**config.mk**
```make
export PLATFORM = sky130hd
export DESIGN_NAME = lsu_lane_unit
export DESIGN_NICKNAME = d
export VERILOG_FILES = /design/src/rtl/lsu_lane_pkg.sv /design/src/rtl/lsu_align_check.sv /design/src/rtl/lsu_store_steer.sv /design/src/rtl/lsu_load_extract.sv /design/src/rtl/lsu_lane_unit.sv
export SDC_FILE = /design/constraint.sdc
export NUM_CORES = 1
export LEC_CHECK = 0
export ABC_AREA = 1
export BUFFER_PORTS_ARGS = -buffer_cell sky130_fd_sc_hd__buf_2
export CAP_MARGIN = 20
export CORE_ASPECT_RATIO = 0.8
export CORE_MARGIN = 4
export CORE_UTILIZATION = 40
export CTS_CLUSTER_DIAMETER = 40
export DETAILED_ROUTE_END_ITERATION = 10
export PLACE_DENSITY = 0.69
export SLEW_MARGIN = 20
export SYNTH_ARGS = -nofsm -noshare
export SYNTH_HDL_FRONTEND = slang
export SYNTH_SLANG_ARGS = --single-unit
```
**constraint.sdc**
```tcl
create_clock -name clk -period 3.1 [get_ports clk]
set_clock_uncertainty 0.15 [all_clocks]
set_input_delay 0.62 -clock clk [delete_from_list [all_inputs] [get_ports clk]]
set_output_delay 0.62 -clock clk [all_outputs]
set_load 0.005 [all_outputs]
```
**src/rtl/lsu_lane_pkg.sv**
```systemverilog
package lsu_lane_pkg;
  localparam int DATA_W = 32;
  localparam int LANES  = DATA_W / 8;

  typedef enum logic [1:0] {
    SZ_BYTE = 2'd0,
    SZ_HALF = 2'd1,
    SZ_WORD = 2'd2,
    SZ_BAD  = 2'd3
  } acc_size_e;

  function automatic logic [2:0] size_bytes(acc_size_e s);
    case (s)
      SZ_BYTE: return 3'd1;
      SZ_HALF: return 3'd2;
      default: return 3'd4;
    endcase
  endfunction

  // natural alignment: offset is a multiple of the access size
  function automatic logic access_ok(acc_size_e s, logic [1:0] off);
    case (s)
      SZ_BYTE: return 1'b1;
      SZ_HALF: return ~off[0];
      SZ_WORD: return (off == 2'b00);
      default: return 1'b0;
    endcase
  endfunction

  // lowest lane occupied by the access
  function automatic logic [1:0] lane_base(acc_size_e s, logic [1:0] off, logic big);
    logic [2:0] t;
    if (big) t = 3'd4 - size_bytes(s) - {1'b0, off};
    else     t = {1'b0, off};
    return t[1:0];
  endfunction

  function automatic logic [LANES-1:0] lane_mask(acc_size_e s, logic [1:0] base);
    logic [LANES-1:0] m;
    case (s)
      SZ_BYTE: m = 4'b0001;
      SZ_HALF: m = 4'b0011;
      default: m = 4'b1111;
    endcase
    return m << base;
  endfunction

  function automatic logic [DATA_W-1:0] place_lanes(logic [DATA_W-1:0] wd, acc_size_e s,
                                                     logic [1:0] base);
    logic [DATA_W-1:0] v;
    case (s)
      SZ_BYTE: v = {24'd0, wd[7:0]};
      SZ_HALF: v = {16'd0, wd[15:0]};
      default: v = wd;
    endcase
    return v << {base, 3'b000};
  endfunction

  function automatic logic [DATA_W-1:0] pick_lanes(logic [DATA_W-1:0] rd, acc_size_e s,
                                                    logic [1:0] base, logic sgn);
    logic [DATA_W-1:0] sh;
    sh = rd >> {base, 3'b000};
    case (s)
      SZ_BYTE: return {{24{sgn & sh[7]}}, sh[7:0]};
      SZ_HALF: return {{16{sgn & sh[15]}}, sh[15:0]};
      default: return sh;
    endcase
  endfunction
endpackage

```
**src/rtl/lsu_align_check.sv**
```systemverilog
module lsu_align_check
  import lsu_lane_pkg::*;
(
  input  acc_size_e  size,
  input  logic [1:0] off,
  output logic       fault
);
  assign fault = ~access_ok(size, off);
endmodule

```
**src/rtl/lsu_store_steer.sv**
```systemverilog
module lsu_store_steer
  import lsu_lane_pkg::*;
(
  input  acc_size_e          size,
  input  logic [1:0]         off,
  input  logic               big,
  input  logic [DATA_W-1:0]  wdata,
  output logic [1:0]         base,
  output logic [LANES-1:0]   be,
  output logic [DATA_W-1:0]  lanes
);
  assign base  = lane_base(size, off, big);
  assign be    = lane_mask(size, base);
  assign lanes = place_lanes(wdata, size, base);
endmodule

```
**src/rtl/lsu_load_extract.sv**
```systemverilog
module lsu_load_extract
  import lsu_lane_pkg::*;
(
  input  logic [DATA_W-1:0] rdata,
  input  acc_size_e         size,
  input  logic [1:0]        base,
  input  logic              sgn,
  output logic [DATA_W-1:0] value
);
  assign value = pick_lanes(rdata, size, base, sgn);
endmodule

```
**src/rtl/lsu_lane_unit.sv**
```systemverilog
module lsu_lane_unit
  import lsu_lane_pkg::*;
#(
  parameter int ADDR_W = 16
) (
  input  logic              clk,
  input  logic              rst_n,
  input  logic              req_valid,
  input  logic              req_write,
  input  logic [1:0]        req_size,
  input  logic              req_signed,
  input  logic [ADDR_W-1:0] req_addr,
  input  logic [31:0]       req_wdata,
  input  logic              big_endian,
  output logic              mem_en,
  output logic              mem_we,
  output logic [3:0]        mem_be,
  output logic [ADDR_W-3:0] mem_word_addr,
  output logic [31:0]       mem_wdata,
  input  logic [31:0]       mem_rdata,
  output logic              align_fault,
  output logic              ld_valid,
  output logic [31:0]       ld_data
);
  localparam int WADDR_W = ADDR_W - 2;

  acc_size_e          req_sz;
  logic [1:0]         req_off;
  logic               fault_now;
  logic [1:0]         base_now;
  logic [LANES-1:0]   be_now;
  logic [DATA_W-1:0]  lanes_now;

  assign req_sz  = acc_size_e'(req_size);
  assign req_off = req_addr[1:0];

  lsu_align_check u_chk_align (
    .size  (req_sz),
    .off   (req_off),
    .fault (fault_now)
  );

  lsu_store_steer u_steer (
    .size  (req_sz),
    .off   (req_off),
    .big   (big_endian),
    .wdata (req_wdata),
    .base  (base_now),
    .be    (be_now),
    .lanes (lanes_now)
  );

  // named events for the checker
  logic issue_ok, issue_bad, read_issued;
  assign issue_ok  = req_valid & ~fault_now;
  assign issue_bad = req_valid & fault_now;

  // request stage
  logic               en_q, we_q, fault_q;
  logic [LANES-1:0]   be_q;
  logic [DATA_W-1:0]  wd_q;
  logic [WADDR_W-1:0] wa_q;
  acc_size_e          ctx_size_q;
  logic [1:0]         ctx_base_q;
  logic               ctx_sgn_q;

  always_ff @(posedge clk or negedge rst_n) begin
    if (!rst_n) begin
      en_q       <= 1'b0;
      we_q       <= 1'b0;
      fault_q    <= 1'b0;
      be_q       <= '0;
      wd_q       <= '0;
      wa_q       <= '0;
      ctx_size_q <= SZ_BYTE;
      ctx_base_q <= 2'b00;
      ctx_sgn_q  <= 1'b0;
    end else begin
      en_q    <= issue_ok;
      we_q    <= issue_ok & req_write;
      fault_q <= issue_bad;
      be_q    <= issue_ok ? be_now : '0;
      wd_q    <= (issue_ok & req_write) ? lanes_now : '0;
      if (req_valid) begin
        wa_q       <= req_addr[ADDR_W-1:2];
        ctx_size_q <= req_sz;
        ctx_base_q <= base_now;
        ctx_sgn_q  <= req_signed;
      end
    end
  end

  assign read_issued = en_q & ~we_q;

  logic [DATA_W-1:0] extracted;

  lsu_load_extract u_extract (
    .rdata (mem_rdata),
    .size  (ctx_size_q),
    .base  (ctx_base_q),
    .sgn   (ctx_sgn_q),
    .value (extracted)
  );

  // load return stage
  logic              ldv_q;
  logic [DATA_W-1:0] ld_q;

  always_ff @(posedge clk or negedge rst_n) begin
    if (!rst_n) begin
      ldv_q <= 1'b0;
      ld_q  <= '0;
    end else begin
      ldv_q <= read_issued;
      if (read_issued) ld_q <= extracted;
    end
  end

  assign mem_en        = en_q;
  assign mem_we        = we_q;
  assign mem_be        = be_q;
  assign mem_word_addr = wa_q;
  assign mem_wdata     = wd_q;
  assign align_fault   = fault_q;
  assign ld_valid      = ldv_q;
  assign ld_data       = ld_q;
endmodule

```
* After elaboration in Yosys (flattened, before gate mapping) *
Cells that the tools add are included.

operators by class
  add/sub/neg operators = 2
  equality and inequality tests = 3
  shift operators = 3
  muxes and demuxes = 9
  bitwise gates (word level) = 9
  reductions and logical operators = 3

operators by type and width
  operator                                             count
  one-hot mux 32 bit (2 select lines)                  2
  2-to-1 mux 32 bit                                    1
  left shift 32 x 5 -> 32 bit                          1
  >> shifter 32 x 5 -> 32 bit                          1
  one-hot mux 4 bit (2 select lines)                   1
  bitwise AND 1 bit                                    6
  logical NOT 2 bit                                    3
  equality test 2 x 1 -> 1 bit, second input constant  2
  2-to-1 mux 2 bit                                     2
  2-to-1 mux 4 bit                                     1
  one-hot mux 2 bit (2 select lines)                   1
  left shift 4 x 2 -> 4 bit                            1
  inverter 1 bit                                       3
  one-hot mux 1 bit (3 select lines)                   1
  equality test 2 bit, second input constant           1
  subtractor 1 x 2 -> 2 bit, first input constant      1
  subtractor 2 bit                                     1

storage, ports and cells
  register bits = 91
  input bits = 88
  output and inout port bits = 86
  word-level logic and storage cells = 40

* Longest topological paths before layout *
  depth after elaboration = 8
  mapped depth = 13
  depth with buffers taken out = 12

* By module *
From an unflattened synthesis, not the netlist that was laid out.

second synthesis, totals
  cell total of the unflattened synthesis = 744
  area total of the unflattened synthesis = 5343.9 um^2

modules (own cells, without submodules)
  module            instances  cells an instance  area an instance (um^2)  seq. area each (um^2)
  lsu_lane_unit     1          343                3383.2                   2277.2
  lsu_store_steer   1          220                1121.1                   0.0
  lsu_load_extract  1          173                809.5                    0.0
  lsu_align_check   1          8                  30.0                     0.0

* Worst setup path before layout *
No wires, ideal clock.

  path type = input to register
  start point = input req_size[1]
  end point = register wd_q[10] (netlist: mem_wdata[10])
  library setup time = 116 ps
  arrival time = 2022 ps
  data required time = 2834 ps
  setup slack = 813 ps
  stages = 13
  path buffers = 2
  path through = buf_2 -> nor2_2 -> inv_1 -> ha_1 -> inv_1 -> nand3_1 -> nand3_2 -> nand2_2 -> nand2_2 -> inv_2 -> nand2_4 -> buf_6 -> nor2_2

between the ends
  longest elaborated chain between the ends = 8
  elaborated cells between the ends (all ways) = 14
  those cells by class = 2 x add/sub; 2 x eq/ne; 1 x shift; 6 x mux; 2 x bitwise; 1 x reduce/logical

RTL lines
  item                                                               RTL line                                                    RTL
  from (decl)                                                        lsu_lane_unit.sv:10                                         input logic [1:0] req_size,
  equality test 2 x 1 -> 1 bit or logical NOT 2 bit (tied branches)  lsu_lane_pkg.sv:13, lsu_lane_pkg.sv:22, lsu_lane_pkg.sv:51
  one-hot mux 2 bit (2 select lines)                                 lsu_lane_pkg.sv:13                                          case (s)
  2-to-1 mux 2 bit                                                   lsu_lane_pkg.sv:33                                          if (big) t = 3'd4 - size_bytes(s) - {1'b0, off};
  subtractor 1 x 2 -> 2 bit                                          lsu_lane_pkg.sv:33
  subtractor 2 bit                                                   lsu_lane_pkg.sv:33
  2-to-1 mux 2 bit                                                   lsu_lane_pkg.sv:33
  left shift 32 x 5 -> 32 bit                                        lsu_lane_pkg.sv:56                                          return v << {base, 3'b000};
  2-to-1 mux 32 bit (*)                                              lsu_lane_unit.sv:83                                         wd_q <= (issue_ok & req_write) ? lanes_now : '0;
  to (signal assigned)                                               lsu_lane_unit.sv:83
  to (decl)                                                          lsu_lane_unit.sv:61                                         logic [DATA_W-1:0] wd_q;

Mark *: on every way between the ends. The rest lies on a longest branch, timed or not. The select of a mux whose other input is x is not followed.
A chain may end at the register's enable or synchronous reset.

* Worst setup path in the final report *
  start point = input req_size[1]
  end point = register wd_q[5] (netlist: mem_wdata[5])

Same word-level chain as after synthesis.

==> impl_metrics.json <==
{
  "outcome": "finished, final reports clean",
  "first_global_vias": 4340,
  "r2r-end": "ld_data[15]",
  "antenna_found_initial": 0,
  "critPathMaxFanout": 20,
  "cts_tree": "built",
  "crit_slowest_cell": "nor2_2",
  "dr.max_layer_used": "met4",
  "seqCellArea_sq_um": 2277,
  "cts_buffers": 9,
  "grt_max_degree": 42,
  "crit-reg2reg-launch": "ctx_base_q[1]",
  "areaGrowthSynthToFinish_pct": 23.69,
  "cts.hold.buffers_added": 0,
  "ant_nets": 0,
  "max-slew-margin-rel_pct": 53.27,
  "max-clock-path-buffers": 2,
  "layout_min_cycle_time_ns": 2.406,
  "gp_congestion": 0.8755,
  "power.density_nw_per_um2": 531.0,
  "yosysSeqAreaShare_pct": 46.61,
  "numPortBuffers": 173,
  "diodes": 0,
  "cts_root_buf": "clkbuf_16",
  "placed_area_sq_um": 5769,
  "htreeDepth": 3,
  "initial_utilization_pct": 41.63,
  "clock_latency_ns": 0.34,
  "dp_hpwl_um": 10210,
  "ys_types": 28,
  "syn_area_per_cell_sq_um": 7.336,
  "cpPeakStageDelay_ns": 0.35,
  "drt-initial-drc-count": 333,
  "nFillCells": 1198,
  "rows": 35,
  "ir_drop_uv": 283.3,
  "worstPathArrival_ns": 2.48,
  "fin_util_pct": 51.49,
  "ctsResizeCount": 0,
  "path_cells": "buf_2 -> nor2_2 -> inv_1 -> ha_1 -> inv_1 -> nand3_1 -> nand3_2 -> nand2_2 -> nand2_2 -> inv_2 -> nand2_4 -> nor2_1",
  "crit_required_ns": 3.18,
  "postCtsSetupRepairBufs": 0,
  "drtPass1Iterations": 5,
  "die_h_um": 106.9,
  "critical_path.endpoint_type": "flip-flop",
  "drive_above_1_share_pct": 29.40,
  "ys_ff_latch": 91,
  "critPathKind": "primary input to flip-flop",
  "maxSlewViolCount": 0,
  "route.vias.total": 4724,
  "final_nets": 908,
  "grt_overflow": 0,
  "mostFrequentLayoutCells": "nand2_1, buf_2, dfrtp_1",
  "whs_ns": 0.1220,
  "via_per_inst": 4.865,
  "netlist_area_sq_um": 4886,
  "die_w_um": 131.6,
  "critPathLaunchType": "primary input",
  "drt-total-wl_um": 14020,
  "cts_sinks": 91,
  "drc": 0,
  "grt_first_pass_wirelength_um": 22440,
  "worstMarginPinSlew_ns": 0.7002,
  "fin_tns_setup_ns": 0,
  "cap_violations": 0,
  "finalSetupViolCount": 0,
  "wl_met1_um": 6583,
  "wl_per_cell_um": 14.44,
  "p_leak_nw": 3.516,
  "synth_nets": 755,
  "die_area_sq_um": 14060,
  "rsz0062_at_grt": "false",
  "dr_wl_met3_um": 1280,
  "fin_area_sq_um": 6043,
  "hold_viol_final": 0,
  "synthCells": 666,
  "io_pins": 174,
  "cts.clk_slew.worst_paths_ns": 0.07,
  "synth_warnings": 0,
  "grtUsageTotal_pct": 19.87,
  "min_path_type": "primary input to async pin",
  "reg2reg_slack_ns": 0.87,
  "multi_input_area_sq_um": 2087,
  "finalCritPeriodShare_pct": 77.61,
  "final_common_cell": "nand2_1",
  "ff2ff_path_depth": 6,
  "route.met2.wl_um": 5990,
  "core_sq_um": 11740,
  "max_freq_mhz": 415.7
}
==> layout make-up <==
cell class,count,area share [%]
Sequential cell,91,37.68
Timing Repair Buffer,181,15.36
Tap cell,148,3.064
Inverter,77,4.824
Clock buffer,9,3.727
Clock inverter,6,0.8075
Multi-Input combinational cell,459,34.53
==> metrics by stage <==
step                      std cells  total power [mW]  setup slack (ns)
after floorplan                 666             1.893            0.8125
after global placement          956             2.201            0.4102
after detailed placement        956             2.208            0.3381
after CTS                       971             3.245            0.5501
after global routing            971             3.424            0.4379
final                           971             3.209            0.6942
==> logic make-up after synthesis <==
family                   after synthesis  synth area share, %
AND/OR/NAND/NOR                      371                32.93
buffers and inverters                116                10.68
flip-flops                            91                46.61
AO/OA/AOI/OAI                         87                9.526
adder cells (fa/ha/maj)                1               0.2560
==> worst max-delay path: cells and delay by family <==
family,cells,cell delay (ns)
buffers and inverters,4,0.45
AND/OR/NAND/NOR,7,1.18
adder cells (fa/ha/maj),1,0.22
==> where the power goes <==
group,switching [mW],total [mW],internal [mW]
Sequential,0.0784,1.41,1.33
Combinational,0.462,0.778,0.316
Clock,0.479,1.03,0.546
Total,1.02,3.21,2.19
==> state kept, by name (all words and copies together), names as in the netlist <==
| signal | count |
|---|---|
| mem_wdata | 32 |
| mem_we | 1 |
| ld_valid | 1 |
| ctx_size_q | 2 |
| ld_data | 32 |
| ctx_sgn_q | 1 |
| mem_en | 1 |
| align_fault | 1 |
| mem_word_addr | 14 |
| mem_be | 4 |
| ctx_base_q | 2 |
==> cell usage after synthesis <==
cell type	count	area, sq um
a21oi_1	38	190.2
a31oi_1	8	50.05
buf_2	19	95.09
buf_4	2	15.01
buf_6	7	78.83
clkbuf_1	11	41.29
clkinv_1	2	7.510
dfrtp_1	91	2277
ha_1	1	12.51
inv_1	71	266.5
inv_2	3	11.26
inv_4	1	6.260
nand2_1	231	867.1
nand2_2	6	37.54
nand2_4	1	11.26
nand3_1	50	250.2
nand3_2	3	30.03
nand4_2	2	25.02
nor2_1	47	176.4
nor2_2	11	68.82
nor2_4	1	11.26
nor2_8	1	20.02
nor3_1	1	5.000
o211ai_1	8	60.06
o21ai_0	15	75.07
o21ai_1	18	90.09
or2_1	1	6.260
or2_2	16	100.1
==> per-layer routing <==
layer | track usage, % | up-vias
met5 | 0 | -
met4 | 5.247 | 0
met3 | 6.754 | 15
met2 | 29.43 | 208
met1 | 27.91 | 2129
li1 | - | 2372
==> worst max path at each step <==
stage           startpoint             to  slack, ns  depth (start not counted)
3_3_place_gp   req_size[1]   mem_wdata[3]       0.41                         12
2_1_floorplan  req_size[1]  mem_wdata[10]       0.81                         13
6_report       req_size[1]   mem_wdata[5]       0.69                         12
5_1_grt        req_size[1]   mem_wdata[5]       0.44                         12
3_5_place_dp   req_size[1]   mem_wdata[3]       0.34                         12
4_1_cts             mem_en    ld_data[16]       0.55                          6
Power figures use the tool's default switching activity.
